$ cat src/rtl/spi_er_pkg.sv
package spi_er_pkg;

    typedef enum logic [2:0] {
        ST_IDLE,
        ST_LOAD,
        ST_LOW,
        ST_HIGH,
        ST_STORE,
        ST_FINISH
    } ctl_state_t;

    typedef enum logic [1:0] {
        PH_DUPLEX,
        PH_CMD,
        PH_READ
    } phase_t;

endpackage

$ cat src/rtl/spi_er_fifo.sv
module spi_er_fifo #(
    parameter int W     = 8,
    parameter int DEPTH = 4
) (
    input  logic         clk,
    input  logic         rst_n,
    input  logic         push,
    input  logic [W-1:0] wdata,
    input  logic         pop,
    output logic [W-1:0] rdata,
    output logic         full,
    output logic         empty
);
    localparam int AW = (DEPTH > 1) ? $clog2(DEPTH) : 1;
    localparam logic [AW-1:0] LAST = AW'(DEPTH - 1);

    logic [W-1:0]  mem [DEPTH];
    logic [AW-1:0] wptr, rptr;
    logic [AW:0]   count;
    logic          do_push, do_pop;

    assign do_push = push && !full;
    assign do_pop  = pop && !empty;
    assign full    = (count == (AW+1)'(DEPTH));
    assign empty   = (count == '0);
    assign rdata   = mem[rptr];

    always_ff @(posedge clk) begin
        if (do_push) mem[wptr] <= wdata;
    end

    always_ff @(posedge clk or negedge rst_n) begin
        if (!rst_n) begin
            wptr  <= '0;
            rptr  <= '0;
            count <= '0;
        end else begin
            if (do_push) wptr <= (wptr == LAST) ? '0 : wptr + 1'b1;
            if (do_pop)  rptr <= (rptr == LAST) ? '0 : rptr + 1'b1;
            unique case ({do_push, do_pop})
                2'b10:   count <= count + 1'b1;
                2'b01:   count <= count - 1'b1;
                default: count <= count;
            endcase
        end
    end
endmodule

$ cat src/rtl/spi_er_cfg.sv
module spi_er_cfg #(
    parameter int DATA_W = 8,
    parameter int CNT_W  = 16,
    parameter int DIV_W  = 8,
    localparam int FBW   = $clog2(DATA_W)
) (
    input  logic             clk,
    input  logic             rst_n,
    input  logic             we,
    input  logic             busy,
    input  logic             eeprom_mode_in,
    input  logic [FBW-1:0]   frame_bits_in,
    input  logic [CNT_W-1:0] read_count_in,
    input  logic [DIV_W-1:0] half_div_in,
    output logic             eeprom_mode,
    output logic [FBW-1:0]   frame_bits,
    output logic [CNT_W-1:0] read_count,
    output logic [DIV_W-1:0] half_div
);
    always_ff @(posedge clk or negedge rst_n) begin
        if (!rst_n) begin
            eeprom_mode <= 1'b0;
            frame_bits  <= FBW'(DATA_W - 1);
            read_count  <= '0;
            half_div    <= '0;
        end else if (we && !busy) begin
            eeprom_mode <= eeprom_mode_in;
            frame_bits  <= frame_bits_in;
            read_count  <= read_count_in;
            half_div    <= half_div_in;
        end
    end
endmodule

$ cat src/rtl/spi_er_ctrl.sv
module spi_er_ctrl
    import spi_er_pkg::*;
#(
    parameter int   DATA_W    = 8,
    parameter int   CNT_W     = 16,
    parameter int   DIV_W     = 8,
    parameter logic IDLE_MOSI = 1'b0,
    localparam int  FBW       = $clog2(DATA_W)
) (
    input  logic              clk,
    input  logic              rst_n,
    input  logic              start,
    input  logic              eeprom_mode,
    input  logic [FBW-1:0]    frame_bits,
    input  logic [CNT_W-1:0]  read_count,
    input  logic [DIV_W-1:0]  half_div,
    input  logic              tx_empty,
    input  logic [DATA_W-1:0] tx_rdata,
    output logic              tx_pop,
    input  logic              rx_full,
    output logic              rx_push,
    output logic [DATA_W-1:0] rx_wdata,
    output logic              rx_overflow,
    output logic              busy,
    output logic              done,
    output logic              sclk,
    output logic              mosi,
    input  logic              miso,
    output logic              cs_n
);
    ctl_state_t        state_q, state_d;
    phase_t            phase_q;
    logic [DATA_W-1:0] tx_shift, rx_shift;
    logic [DIV_W-1:0]  div_cnt;
    logic [FBW-1:0]    bit_idx;
    logic [CNT_W-1:0]  remain;
    logic              half_up, cmd_avail, read_owed;

    assign half_up   = (div_cnt == half_div);
    assign cmd_avail = !tx_empty && (phase_q != PH_READ);
    assign read_owed = eeprom_mode && (remain != '0);

    // state register
    always_ff @(posedge clk or negedge rst_n) begin
        if (!rst_n) state_q <= ST_IDLE;
        else        state_q <= state_d;
    end

    // next-state logic
    always_comb begin
        state_d = state_q;
        unique case (state_q)
            ST_IDLE:   if (start) state_d = ST_LOAD;
            ST_LOAD: begin
                if (cmd_avail || read_owed) state_d = ST_LOW;
                else                        state_d = ST_FINISH;
            end
            ST_LOW:    if (half_up) state_d = ST_HIGH;
            ST_HIGH: begin
                if (half_up)
                    state_d = (bit_idx == frame_bits) ? ST_STORE : ST_LOW;
            end
            ST_STORE:  state_d = ST_LOAD;
            ST_FINISH: state_d = ST_IDLE;
            default:   state_d = ST_IDLE;
        endcase
    end

    // output decode
    always_comb begin
        cs_n    = 1'b1;
        sclk    = 1'b0;
        mosi    = IDLE_MOSI;
        busy    = 1'b1;
        done    = 1'b0;
        tx_pop  = 1'b0;
        rx_push = 1'b0;
        unique case (state_q)
            ST_IDLE:   busy = 1'b0;
            ST_LOAD: begin
                cs_n   = 1'b0;
                tx_pop = cmd_avail;
            end
            ST_LOW: begin
                cs_n = 1'b0;
                mosi = tx_shift[frame_bits];
            end
            ST_HIGH: begin
                cs_n = 1'b0;
                sclk = 1'b1;
                mosi = tx_shift[frame_bits];
            end
            ST_STORE: begin
                cs_n    = 1'b0;
                rx_push = (phase_q != PH_CMD) && !rx_full;
            end
            ST_FINISH: done = 1'b1;
            default:   busy = 1'b0;
        endcase
    end

    assign rx_wdata = rx_shift;

    // datapath
    always_ff @(posedge clk or negedge rst_n) begin
        if (!rst_n) begin
            phase_q     <= PH_DUPLEX;
            tx_shift    <= '0;
            rx_shift    <= '0;
            div_cnt     <= '0;
            bit_idx     <= '0;
            remain      <= '0;
            rx_overflow <= 1'b0;
        end else begin
            div_cnt <= (state_d != state_q) ? '0 : div_cnt + 1'b1;
            unique case (state_q)
                ST_IDLE: begin
                    if (start) begin
                        remain      <= read_count;
                        rx_overflow <= 1'b0;
                        phase_q     <= PH_DUPLEX;
                    end
                end
                ST_LOAD: begin
                    rx_shift <= '0;
                    bit_idx  <= '0;
                    if (cmd_avail) begin
                        tx_shift <= tx_rdata;
                        phase_q  <= eeprom_mode ? PH_CMD : PH_DUPLEX;
                    end else if (read_owed) begin
                        tx_shift <= {DATA_W{IDLE_MOSI}};
                        phase_q  <= PH_READ;
                    end
                end
                ST_LOW: begin
                    if (half_up) rx_shift <= {rx_shift[DATA_W-2:0], miso};
                end
                ST_HIGH: begin
                    if (half_up && (bit_idx != frame_bits)) begin
                        tx_shift <= {tx_shift[DATA_W-2:0], IDLE_MOSI};
                        bit_idx  <= bit_idx + 1'b1;
                    end
                end
                ST_STORE: begin
                    if ((phase_q != PH_CMD) && rx_full) rx_overflow <= 1'b1;
                    if (phase_q == PH_READ) remain <= remain - 1'b1;
                end
                default: ;
            endcase
        end
    end
endmodule

$ cat src/rtl/spi_eeprom_master.sv
module spi_eeprom_master #(
    parameter int   DATA_W    = 8,
    parameter int   TX_DEPTH  = 4,
    parameter int   RX_DEPTH  = 4,
    parameter int   CNT_W     = 16,
    parameter int   DIV_W     = 8,
    parameter logic IDLE_MOSI = 1'b0,
    localparam int  FBW       = $clog2(DATA_W)
) (
    input  logic              clk,
    input  logic              rst_n,
    input  logic              cfg_we,
    input  logic              cfg_eeprom_mode,
    input  logic [FBW-1:0]    cfg_frame_bits,
    input  logic [CNT_W-1:0]  cfg_read_count,
    input  logic [DIV_W-1:0]  cfg_half_div,
    input  logic              start,
    input  logic              tx_push,
    input  logic [DATA_W-1:0] tx_data,
    output logic              tx_full,
    output logic              tx_empty,
    input  logic              rx_pop,
    output logic [DATA_W-1:0] rx_data,
    output logic              rx_full,
    output logic              rx_empty,
    output logic              rx_overflow,
    output logic              busy,
    output logic              done,
    output logic              sclk,
    output logic              mosi,
    input  logic              miso,
    output logic              cs_n
);
    logic              mode_r;
    logic [FBW-1:0]    fbits_r;
    logic [CNT_W-1:0]  count_r;
    logic [DIV_W-1:0]  div_r;
    logic [DATA_W-1:0] tx_head, rx_in;
    logic              tx_pop_w, rx_push_w;

    spi_er_cfg #(.DATA_W(DATA_W), .CNT_W(CNT_W), .DIV_W(DIV_W)) u_cfg (
        .clk(clk), .rst_n(rst_n), .we(cfg_we), .busy(busy),
        .eeprom_mode_in(cfg_eeprom_mode), .frame_bits_in(cfg_frame_bits),
        .read_count_in(cfg_read_count), .half_div_in(cfg_half_div),
        .eeprom_mode(mode_r), .frame_bits(fbits_r),
        .read_count(count_r), .half_div(div_r)
    );

    spi_er_fifo #(.W(DATA_W), .DEPTH(TX_DEPTH)) u_txq (
        .clk(clk), .rst_n(rst_n), .push(tx_push), .wdata(tx_data),
        .pop(tx_pop_w), .rdata(tx_head), .full(tx_full), .empty(tx_empty)
    );

    spi_er_fifo #(.W(DATA_W), .DEPTH(RX_DEPTH)) u_rxq (
        .clk(clk), .rst_n(rst_n), .push(rx_push_w), .wdata(rx_in),
        .pop(rx_pop), .rdata(rx_data), .full(rx_full), .empty(rx_empty)
    );

    spi_er_ctrl #(.DATA_W(DATA_W), .CNT_W(CNT_W), .DIV_W(DIV_W),
                  .IDLE_MOSI(IDLE_MOSI)) u_ctrl (
        .clk(clk), .rst_n(rst_n), .start(start),
        .eeprom_mode(mode_r), .frame_bits(fbits_r),
        .read_count(count_r), .half_div(div_r),
        .tx_empty(tx_empty), .tx_rdata(tx_head), .tx_pop(tx_pop_w),
        .rx_full(rx_full), .rx_push(rx_push_w), .rx_wdata(rx_in),
        .rx_overflow(rx_overflow), .busy(busy), .done(done),
        .sclk(sclk), .mosi(mosi), .miso(miso), .cs_n(cs_n)
    );
endmodule

$ cat config.mk
export PLATFORM = sky130hd
export DESIGN_NAME = spi_eeprom_master
export DESIGN_NICKNAME = d
export VERILOG_FILES = /design/src/rtl/spi_er_pkg.sv /design/src/rtl/spi_er_fifo.sv /design/src/rtl/spi_er_cfg.sv /design/src/rtl/spi_er_ctrl.sv /design/src/rtl/spi_eeprom_master.sv
export SDC_FILE = /design/constraint.sdc
export NUM_CORES = 1
export LEC_CHECK = 0
export ABC_AREA = 1
export BUFFER_PORTS_ARGS = -buffer_cell sky130_fd_sc_hd__buf_2
export CAP_MARGIN = 20
export CORE_ASPECT_RATIO = 0.75
export CORE_MARGIN = 2
export CORE_UTILIZATION = 40
export DETAILED_ROUTE_END_ITERATION = 7
export PLACE_DENSITY = 0.68
export SYNTH_ARGS = -nofsm -noshare
export SYNTH_HDL_FRONTEND = slang
export SYNTH_HIERARCHICAL = 1
export SYNTH_SLANG_ARGS = --single-unit
$ cat constraint.sdc
create_clock -name clk -period 3.1 [get_ports clk]
set_input_delay 0.465 -clock clk [delete_from_list [all_inputs] [get_ports clk]]
set_output_delay 0.465 -clock clk [all_outputs]
set_load 0.03 [all_outputs]
---- Word level (Yosys, flattened, before mapping) ----
Memories as Yosys holds them, arrays and structs flattened.
Index checks and enable logic that the tools add are counted.
operators by class
  add/sub/neg operators ................... 11
  order comparisons ....................... 1
  eq/ne operators ......................... 28
  mux-type cells .......................... 45
  reduce and logical (&&, ||, !) cells .... 35
operators by type and width
  cell                                                                      count
  8-bit 2-to-1 mux                                                          5
  16-bit 2-to-1 mux                                                         2
  16-bit one-hot mux with 2 select lines                                    1
  8-bit one-hot mux with 2 select lines                                     2
  3-bit 2-to-1 mux                                                          6
  3-bit one-hot mux with 2 select lines                                     3
  16-bit nonzero test                                                       1
  16-bit by 1-bit subtractor with 16-bit output (second input constant)     1
  1-bit 2-to-1 mux                                                          15
  3-bit one-hot mux with 5 select lines                                     1
  2-bit == test (second input constant)                                     7
  2-bit 2-to-1 mux                                                          7
  3-bit == test (second input constant)                                     4
  3-bit AND reduction                                                       4
  2-bit nonzero test                                                        6
  1-bit logical AND                                                         10
  2-bit by 1-bit inequality test with 1-bit output (second input constant)  5
  3-bit by 1-bit adder with 3-bit output (second input constant)            3
  3-bit logical NOT                                                         3
  2-bit by 1-bit adder with 2-bit output (second input constant)            4
  8-bit by 1-bit adder with 8-bit output (second input constant)            1
  8-bit == test                                                             1
  3-bit by 2-bit == test with 1-bit output (second input constant)          2
  3-bit inequality test                                                     2
  other kinds (16)                                                          24
storage, ports and cells
  register bits after elaboration ......... 91
  bits in writable memories ............... 64
  input port bits ......................... 43
  output and inout port bits .............. 18
  word-level logic and storage cells ...... 140
  memories kept ........................... 2
memory list
  name       depth  width  read ports  clocked after memory_dff  write ports  line               source
  u_rxq.mem  4      8      1           0                         1            spi_er_fifo.sv:17  logic [W-1:0] mem [DEPTH];
  u_txq.mem  4      8      1           0                         1            spi_er_fifo.sv:17

---- Depth between registers and ports, before layout ----
Gate-level depths: netlist of the first run.
  word-level depth ........................ 8
  gate-level depth with buffers ........... 16
  gate-level depth less buffers ........... 16

---- Modules after synthesis ----
Netlist of the first run, hierarchy kept.
modules (own cells, without submodules)
  module       instances  cells each  area each (um2)
  spi_er_fifo  2          154         1,769.2
  spi_er_ctrl  1          395         3,019.1
  spi_er_cfg   1          122         1,152.4

---- Worst setup path after synthesis of the first run ----
No wires, ideal clock.
  kind .................................... reg2reg
  from .................................... register u_ctrl.state_q[1]
  to ...................................... register u_rxq.count[1]
  library setup time ...................... 0.083 ns
  arrival time ............................ 2.297 ns
  path slack .............................. 0.720 ns
  stages on the path, launching flop included .. 11
  path buffers ............................ 2
  clock period less this slack ............ 2.380 ns
  path through ............................ dfrtp_1 nor2_1 nand2_1 buf_2 buf_2 nor3_1 nand2_4 ha_1 inv_1 fa_1 o21ai_0
between the ends
  cells in the longest elaborated chain, start to end .. 5
  elaborated cells on any way between the ends .. 7
  classes of those cells .................. 3 x eq/ne; 2 x mux; 2 x reduce/logical
RTL lines
  what                                                                         line                     source
  from (decl)                                                                  spi_er_ctrl.sv:31        ctl_state_t state_q, state_d;
  from (signal assigned)                                                       spi_er_ctrl.sv:46        else state_q <= state_d;
  3-bit == test (*)                                                            spi_er_ctrl.sv:78        unique case (state_q)
  1-bit 2-to-1 mux (*)                                                         spi_er_ctrl.sv:78
  net rx_push_w                                                                spi_eeprom_master.sv:39  logic tx_pop_w, rx_push_w;
  1-bit logical AND (*)                                                        spi_er_fifo.sv:22        assign do_push = push && !full;
  2-bit by 1-bit == test with 1-bit output or 2-bit == test (tied branches)    spi_er_fifo.sv:40        unique case ({do_push, do_pop})
  3-bit one-hot mux with 2 select lines or 2-bit nonzero test (tied branches)  -
  to (signal assigned)                                                         spi_er_fifo.sv:41        2'b10: count <= count + 1'b1;
  to (signal assigned)                                                         spi_er_fifo.sv:42        2'b01: count <= count - 1'b1;
  to (signal assigned)                                                         spi_er_fifo.sv:43        default: count <= count;
  to (decl)                                                                    spi_er_fifo.sv:19        logic [AW:0] count;
The timed path passes the listed nets; every way through them passes the cells marked *.
A chain may end at the register's enable or synchronous reset.

---- Final worst setup path of the first run ----
  from .................................... register u_ctrl.state_q[1]
  to ...................................... output port cs_n
between the ends
  cells in the longest elaborated chain, start to end .. 3
  elaborated cells on any way between the ends .. 6
  classes of those cells .................. 4 x eq/ne; 1 x mux; 1 x reduce/logical
RTL lines
  what                                                                    line                     source
  3-bit by 1-bit == test with 1-bit output, or another cell as far along  spi_er_ctrl.sv:78
  4-bit OR reduction (no source line) (*)                                 -
  1-bit 2-to-1 mux (*)                                                    spi_er_ctrl.sv:78
  to (decl)                                                               spi_eeprom_master.sv:32  output logic cs_n
Every way passes the cells marked *; elsewhere a longest branch is shown, timed or not.

==> impl_metrics.csv, run 1 <==
group,metric,value,unit
worst_setup_path,worstSetupPathType,"register to output port",
sta,setup_viol,0,
routing,dr.pass1.iters,5,
cts,ctsHoldBuffers,0,
cts,cts_resized,0,
logic_synthesis,synth_commonest_cells,"215 x nand2_1, 98 x inv_1, 88 x dfrtp_1",
logic_synthesis,yosys_warnings,6,
placement,gp_congestion,0.819,
logic_synthesis,synth_most_common_cell,"nand2_1",
worst_setup_path,crit_arrival,2080,ps
final_layout,syn2layout_area_growth,12.9,%
power,p_per_area,955,mW/mm^2
global_routing,grt_start_max_net_pins,48,
routing,drt_iter0_drc,390,
outcome,status,"finished, final reports clean",
worst_setup_path,cp.required,2630,ps
sta,rsz0062_at_grt,"false",
worst_setup_path,max_stage_delay,460,ps
worst_setup_path,crit_chain,"nor2_1 -> nand2_1 -> buf_4 -> inv_2 -> nor3_1 -> buf_2",
sta,hold_viol_final,0,
logic_synthesis,synth_top_area_cell,"dfrtp_1",
floorplanning,io_pins,61,
sta,whs,58.2,ps
worst_setup_path,worst_path_max_delay_cell,"dfrtp_1",
sta,fmax,392,MHz
routing,drcViolationCount,0,
logic_synthesis,synth_edf_count,64,
floorplanning,core,0.0187,sq mm
cts,clockBufferDepth,2,
logic_synthesis,synth-seq-cells,155,
floorplanning,die-area,0.0204,sq mm
logic_synthesis,ys_types,41,
cts,cts_buffers,17,
cts,clk_latency,420,ps
routing,antenna_left,0,
logic_synthesis,syn_nets,886,
logic_synthesis,synth_cells,825,
final_layout,final_nets,943,
placement,dp_hpwl,10900,microns
logic_synthesis,synthTopCellsByArea,"dfrtp_1 29%, edfxtp_1 25%, nand2_1 10%",
power,vdd_drop_max,474,uV
cts,postCtsSetupBuffers,0,
logic_synthesis,ys.flop_type,"dfrtp_1",
global_routing,grt-ovfl-total,0,
worst_setup_path,critPathBufInv,3,
worst_setup_path,start_kind,"register",
placement,io_buffers,60,
global_routing,antenna_found_initial,0,
routing,routed_wl,15500,microns
global_routing,first_global_vias,5187,
logic_synthesis,async_flop_share,0.587,
power,power_leakage,4.09,nW
floorplanning,rows,43,
routing,via_per_inst,4.82,
sta,post-route-period-util,0.822,
global_routing,grt_usage,0.162,
logic_synthesis,synth_top_cell_area_share,0.286,
sta,relSlewSlack,0.308,
sta,tns,0,ps
cts,clock-sinks,155,
sta,period_needed,2550,ps
sta,tightest_slew,1040,ps
worst_hold_path,hold_class,"input pin to async pin",
final_layout,layout-drive-gt1-share,0.170,
global_routing,grt_pass1_wl,25900,microns
power,power,8.31,mW
final_layout,diodes,0,
cts,root_buffer,"clkbuf_16",
flow_run,maxCapViolCount,0,
floorplanning,fp.dieH,124,microns
logic_synthesis,syn_area,0.00771,sq mm
placement,place_ws,741,ps
sta,setup_ws,552,ps
floorplanning,start_util,0.413,
worst_setup_path,cp_top_family,"buffers and inverters",
routing,avgRoutedWirePerCell,13.6,microns
cts,cts_tree,"done",
final_layout,fill_cells,1709,
cts,htree_levels,4,
floorplanning,dieWidth,164,microns
worst_setup_path,cp_max_fo,19,
sta,finClkSkew,10.8,ps
cts,clkTransAtPathRegs,60,ps
worst_setup_path,cp-end-kind,"output port",
logic_synthesis,ys_seq_area_frac,0.545,
routing,vias,5502,
logic_synthesis,avgSynthCellArea,9.35,sq um
sta,slew_violations,0,
-- final timing paths --
| check | from | end | slack (ps) | cells past startpoint |
|---|---|---|---|---|
| max | u_ctrl/state_q[1] | cs_n | 550 | 6 |
| min | rst_n | u_txq/wptr[0] | 60 | 1 |
| max reg2reg | u_txq/count[2] | u_txq/count[2] | 720 | 15 |
| min reg2reg | u_cfg/read_count[1] | u_cfg/read_count[1] | 470 | 2 |
| max in group asynchronous | rst_n | u_ctrl/remain[7] | 2400 | 2 |
| min in group clk | tx_data[3] | u_txq/mem[3][3] | 250 | 1 |
-- stage by stage --
step / util / cell area [sq um] / std cells
floorplan: - / 7710 / 825
global placement: 0.435 / 8110 / 1110
detailed placement: 0.435 / 8110 / 1110
CTS: 0.466 / 8700 / 1141
global route: 0.466 / 8700 / 1141
finish: 0.466 / 8700 / 1141
-- placed cells by master (no fill, tap or decap), drive strengths merged, types with 17 or more instances in the layout --
cell,n
nand2,231
inv,112
dfrtp,88
nor2,79
nand3,71
buf,65
edfxtp,64
o21ai,37
o211ai,33
a21oi,19
clkbuf,17
-- registers in the layout, indices dropped and copies added (netlist names) --
name,flops
u_ctrl/phase_q,2
u_ctrl/div_cnt,8
u_ctrl/rx_overflow,1
u_cfg/frame_bits,3
u_rxq/rptr,2
u_ctrl/state_q,3
u_txq/rptr,2
u_cfg/read_count,16
u_ctrl/bit_idx,3
u_ctrl/remain,16
u_txq/count,3
u_rxq/mem,32
u_txq/mem,32
u_ctrl/rx_wdata,8
u_rxq/wptr,2
u_cfg/half_div,8
u_ctrl/tx_shift,8
u_txq/wptr,2
u_cfg/eeprom_mode,1
u_rxq/count,3
-- metal layers --
| layer | vias to the layer above | track usage | share of wire |
|---|---|---|---|
| met2 | 95 | 0.240 | 0.45 |
| met1 | 2564 | 0.235 | 0.50 |
| met5 | - | 0 | 0 |
| li1 | 2827 | - | - |
| met4 | 0 | 0.0593 | 0.018 |
| met3 | 16 | 0.0314 | 0.032 |
-- cell type report --
| type | count | area (sq um) | area share |
|---|---|---|---|
| clock buffers | 17 | 425 | 0.0489 |
| clock inverters | 14 | 163 | 0.0187 |
| inverters | 106 | 398 | 0.0457 |
| multi-input cells | 537 | 2850 | 0.328 |
| flip-flops and latches | 155 | 4200 | 0.483 |
| well taps | 247 | 309 | 0.0355 |
| repair buffers | 65 | 353 | 0.0406 |
-- logic make-up (layout without fill, tap and decap cells) --
| logic type | after synthesis | after routing | share of synthesized area |
|---|---|---|---|
| AOI/OAI and AO/OA | 107 | 107 | 0.0889 |
| xor gates and xnor gates | 17 | 17 | 0.0193 |
| adders and majority gates | 18 | 18 | 0.0312 |
| buffers and inverters | 133 | 202 | 0.0852 |
| DFF | 155 | 155 | 0.545 |
| muxes | 1 | 1 | 0.00130 |
| and+or+nand+nor | 394 | 394 | 0.229 |
-- power by group --
part	switching (mW)	total, mW	internal [mW]
Combinational	1.93	2.93	0.999
Sequential	0.562	3.30	2.74
Clock	0.873	2.08	1.20
-- worst register-to-register path, cell delays in order (launching register included) --
cell	delay, ps
dfrtp_1	400
inv_1	90
nand3_2	100
inv_1	60
a21oi_2	170
inv_1	110
nor2_1	230
nand2_1	130
inv_1	70
ha_1	150
inv_1	70
fa_1	380
nand2_1	100
nand3_1	100
nand2_1	70
nand2_1	50
(Power assumes the default switching activity.)
==> run 2, diff against run 1 <==
PLACE_DENSITY = 0.7   (was 0.68)
clock period = 2.29 ns   (was 3.1 ns; I/O delays follow)
==> impl_metrics.csv, run 2 (synthesized netlist as in run 1, its figures left out) <==
group,metric,value,unit
final_layout,final_cell_mix,"215 x nand2_1, 95 x inv_1, 87 x dfrtp_1",
power,vdd_drop_max,556,uV
floorplanning,io_pins,61,
worst_setup_path,cp.required,1950,ps
cts,htree_levels,4,
power,p_int,6.82,mW
final_layout,diodes,0,
routing,routed_wl,15600,microns
outcome,status,"finished, final reports clean",
routing,via_per_inst,4.82,
sta,post-route-period-util,0.944,
routing,wl_met3,763,microns
cts,clockBufferDepth,2,
routing,drcViolationCount,0,
global_routing,grt_start_max_net_pins,41,
routing,wirelength_met1,7610,microns
sta,setup_viol,0,
worst_setup_path,cp_max_fo,19,
sta,tns,0,ps
global_routing,first_global_vias,5269,
power,p_per_area,1290,mW/mm^2
final_layout,final_common_cell,"nand2_1",
routing,drt_iter0_drc,407,
cts,clock-sinks,155,
final_layout,fin_util,0.475,
routing,antenna_left,0,
global_routing,grt-ovfl-total,0,
sta,hold_viol_final,0,
final_layout,syn2layout_area_growth,15.1,%
final_layout,fill_cells,1727,
floorplanning,rows,43,
power,p_sw_frac,0.401,
global_routing,antenna_found_initial,0,
floorplanning,start_util,0.413,
routing,dr.pass1.iters,5,
worst_hold_path,hold_path_depth,1,
sta,finClkSkew,8.40,ps
power,p_switching,4.58,mW
final_layout,reg_top3,"u_rxq/mem (32), u_txq/mem (32)",
worst_setup_path,cp-end-kind,"output port",
placement,place_ws,121,ps
sta,slew_violations,0,
cts,cts_tree,"done",
worst_setup_path,worst-r2r-cell-count,15,
placement,io_buffers,60,
cts,clk_latency,420,ps
worst_setup_path,start_kind,"register",
placement,dp_hpwl,10700,microns
final_layout,final_nets,960,
power,power_leakage,4.18,nW
floorplanning,dieWidth,164,microns
flow_run,maxCapViolCount,0,
sta,relSlewSlack,0.631,
sta,tightest_slew,552,ps
sta,setup_ws,129,ps
worst_hold_path,hold_class,"input pin to register",
sta,rsz0062_at_grt,"false",
sta,fmax,463,MHz
power,power,11.4,mW
routing,met2_length,6980,microns
power,seq_power_share,0.381,
power,pwr-share-clk,0.248,
routing,routed.top_layer,"met4",
power,combPwrFrac,0.371,
floorplanning,die-area,0.0204,sq mm
global_routing,grt_usage,0.162,
floorplanning,fp.dieH,124,microns
routing,avgRoutedWirePerCell,13.5,microns
global_routing,grt_pass1_wl,26100,microns
worst_setup_path,crit_arrival,1820,ps
floorplanning,core,0.0187,sq mm
placement,gp_congestion,0.868,
sta,whs,133,ps
routing,vias,5585,
cts,cts_buffers,17,
final_layout,layout-drive-gt1-share,0.194,
cts,clkTransAtPathRegs,70,ps
sta,period_needed,2160,ps
cts,root_buffer,"clkbuf_16",
worst_setup_path,worstSetupPathType,"register to output port",
==> run 2: critical path: stages, from the launching register on <==
cell and delay (ps):
dfrtp_1 440, nor2_1 90, nand2_1 140, buf_6 210, inv_2 90, nor3_2 180
buf_2 240
==> run 2: power by group through the flow <==
stage	logic [mW]	registers [mW]	clock network, mW
floorplan	3.46	4.20	0
global placement	4.09	4.35	0
detailed placement	4.18	4.38	0
CTS	4.23	4.34	2.87
global route	4.81	4.46	2.99
finish	4.24	4.34	2.83
==> run 2: timing repair <==
action,4_1_cts,5_1_grt
setup endpoints to repair,1,4
resized for setup,1,9
setup buffers,0,1
endpoints found under the hold margin,28,0
hold buffers,1,0
pin swaps,0,1
==> run 2: path summary, 6_finish.rpt <==
| kind | start | to | slack (ps) |
|---|---|---|---|
| setup reg to reg | u_txq/count[2] | u_txq/count[2] | 200 |
| hold / removal | tx_data[4] | u_txq/mem[3][4] | 130 |
| hold reg to reg | u_cfg/read_count[14] | u_cfg/read_count[14] | 470 |
| setup / recovery | u_ctrl/state_q[0] | cs_n | 130 |
| max in group asynchronous | rst_n | u_ctrl/state_q[1] | 1210 |
| min in group asynchronous | rst_n | u_ctrl/remain[5] | 400 |
==> run 2: routing by layer <==
| metal | GRT usage | vias up |
|---|---|---|
| met1 | 0.236 | 2595 |
| met3 | 0.0327 | 17 |
| met2 | 0.238 | 125 |
| li1 | - | 2848 |
| met5 | 0 | - |
| met4 | 0.0568 | 0 |
==> run 2: layout make-up <==
type,count,area (sq um),area share
flip-flops and latches,155,4200,0.474
multi-input cells,537,2880,0.324
clock buffers,21,493,0.0556
repair buffers,82,487,0.0549
inverters,106,398,0.0448
well taps,247,309,0.0348
clock inverters,11,105,0.0118
==> run 2: stage by stage <==
| step | std cells | cell area, sq um |
|---|---|---|
| 2_1_floorplan | 825 | 7710 |
| 3_3_place_gp | 1125 | 8230 |
| 3_5_place_dp | 1125 | 8230 |
| 4_1_cts | 1158 | 8840 |
| 5_1_grt | 1159 | 8870 |
| 6_report | 1159 | 8870 |
==> run 3, diff against run 2 <==
CORE_UTILIZATION = 54   (was 40)
PLACE_DENSITY = 0.87   (was 0.7)
==> impl_metrics.csv, run 3 (synthesized netlist as in run 1, its figures left out) <==
group,metric,value,unit
outcome,status,"finished, final reports clean",
global_routing,grt_pass1_wl,26500,microns
sta,tightest_slew,555,ps
floorplanning,start_util,0.557,
sta,post-route-period-util,0.956,
worst_setup_path,crit_arrival,1840,ps
power,seq_power_share,0.371,
worst_setup_path,timing.rr.end,"u_rxq/count[2]",
final_layout,reg_top3,"u_rxq/mem (32), u_txq/mem (32)",
worst_setup_path,cp-end-kind,"output port",
floorplanning,io_pins,61,
final_layout,final_nets,967,
sta,setup_ws,102,ps
power,p_int,6.87,mW
worst_hold_path,hold_start,"tx_data[7]",
cts,cts_buffers,17,
power,combPwrFrac,0.384,
placement,post_dp_cell_area,0.00816,sq mm
placement,place_ws,43.6,ps
worst_hold_path,hold_path_depth,1,
sta,period_needed,2190,ps
cts,clkTransAtPathRegs,70,ps
floorplanning,dieWidth,142,microns
final_layout,final_cell_mix,"214 x nand2_1, 94 x inv_1, 87 x dfrtp_1",
final_layout,syn2layout_area_growth,14.8,%
cts,clockBufferDepth,2,
worst_setup_path,worstSetupPathType,"register to output port",
floorplanning,fp.dieH,107,microns
power,pwr-share-clk,0.245,
worst_setup_path,start_kind,"register",
sta,slew_violations,0,
sta,hold_viol_final,0,
sta,relSlewSlack,0.629,
routing,dr.pass1.iters,5,
final_layout,final_cell_area,0.00885,sq mm
final_layout,final_common_cell,"nand2_1",
worst_setup_path,r2r_start,"u_ctrl/state_q[0]",
worst_setup_path,rrSetupSlack,160,ps
routing,avgRoutedWirePerCell,14.8,microns
worst_hold_path,hold_class,"input pin to register",
worst_setup_path,cp_max_fo,19,
global_routing,grt-ovfl-total,0,
global_routing,grt_start_max_net_pins,40,
floorplanning,core,0.0138,sq mm
power,vdd_drop_max,772,uV
sta,finClkSkew,10.9,ps
global_routing,grt_usage,0.222,
global_routing,first_global_vias,5655,
cts,clock-sinks,155,
power,p_sw_frac,0.410,
floorplanning,die-area,0.0153,sq mm
cts,htree_levels,4,
routing,antenna_left,0,
cts,cts_tree,"done",
power,p_switching,4.78,mW
final_layout,layout-drive-gt1-share,0.205,
routing,via_per_inst,5.35,
global_routing,antenna_found_initial,0,
routing,drcViolationCount,0,
floorplanning,rows,37,
placement,gp_congestion,0.870,
routing,routed_wl,16200,microns
worst_hold_path,whs_endpoint,"u_txq/mem[3][7]",
power,power_leakage,4.20,nW
routing,drt_iter0_drc,444,
worst_setup_path,worst-r2r-cell-count,12,
flow_run,maxCapViolCount,0,
power,p_per_area,1320,mW/mm^2
worst_setup_path,cp.required,1950,ps
final_layout,diodes,0,
sta,setup_viol,0,
cts,root_buffer,"clkbuf_16",
placement,dp_hpwl,10600,microns
placement,io_buffers,60,
final_layout,fin_util,0.639,
cts,clk_latency,430,ps
sta,whs,132,ps
sta,tns,0,ps
sta,fmax,457,MHz
routing,vias,5852,
[run 3: cell types whose count changed in the layout (fill, tap and decap cells not counted), sizes merged]
cell | before | now
clkinvlp | 1 | 4
bufinv | 1 | 2
inv | 110 | 113
clkinv | 5 | 2
buf | 81 | 88
clkbuf | 21 | 17
[run 3: final cells by class]
cell class | count | area, sq um
sequential | 155 | 4200
clock buffer | 17 | 425
multi-input combinational | 537 | 2880
fill | 1023 | 4990
tap | 175 | 219
timing repair buffer | 89 | 539
inverter | 106 | 398
clock inverter | 15 | 181
[run 3: worst max-delay path by stage]
stage	start	end	slack, ps
global route	u_ctrl/state_q[0]	u_rxq/count[2]	-30
CTS	u_txq/count[2]	u_txq/count[2]	20
global placement	u_txq/count[2]	u_txq/count[2]	220
finish	u_ctrl/state_q[0]	cs_n	100
floorplan	u_txq/count[0]	u_txq/count[2]	50
detailed placement	u_txq/count[2]	u_txq/count[2]	40
[run 3: power by group through the flow]
stage               clock [mW]  sequential [mW]  combinational [mW]
detailed placement           0             4.34                4.26
floorplan                    0             4.20                3.46
global route              3.03             4.42                4.99
CTS                       2.90             4.31                4.33
global placement             0             4.30                4.07
finish                    2.85             4.33                4.47
[run 3: repair_timing]
item	CTS	global route
endpoints found under the setup margin	1	5
endpoints found under the hold margin	30	0
pin swaps	0	3
buffers inserted	0	6
resized for setup	1	12
hold buffers	1	0
[run 3: critical path, stage by stage (launching register included)]
cell	delay, ps
dfrtp_1	470
nor2_2	80
nand2_1	160
buf_6	210
inv_2	90
nor3_2	170
buf_2	240
[run 3: metrics by stage]
step	cells	power, mW
2_1_floorplan	825	7.66
5_1_grt	1094	12.4
6_report	1094	11.7
3_3_place_gp	1055	8.37
3_5_place_dp	1055	8.60
4_1_cts	1088	11.5
[run 3: routing by layer]
| metal | track usage | vias to the layer above | part of all wire |
|---|---|---|---|
| li1 | - | 2860 | - |
| met1 | 0.290 | 2770 | 0.44 |
| met2 | 0.365 | 188 | 0.49 |
| met3 | 0.0463 | 34 | 0.050 |
| met4 | 0.0936 | 0 | 0.022 |
| met5 | 0 | - | 0 |
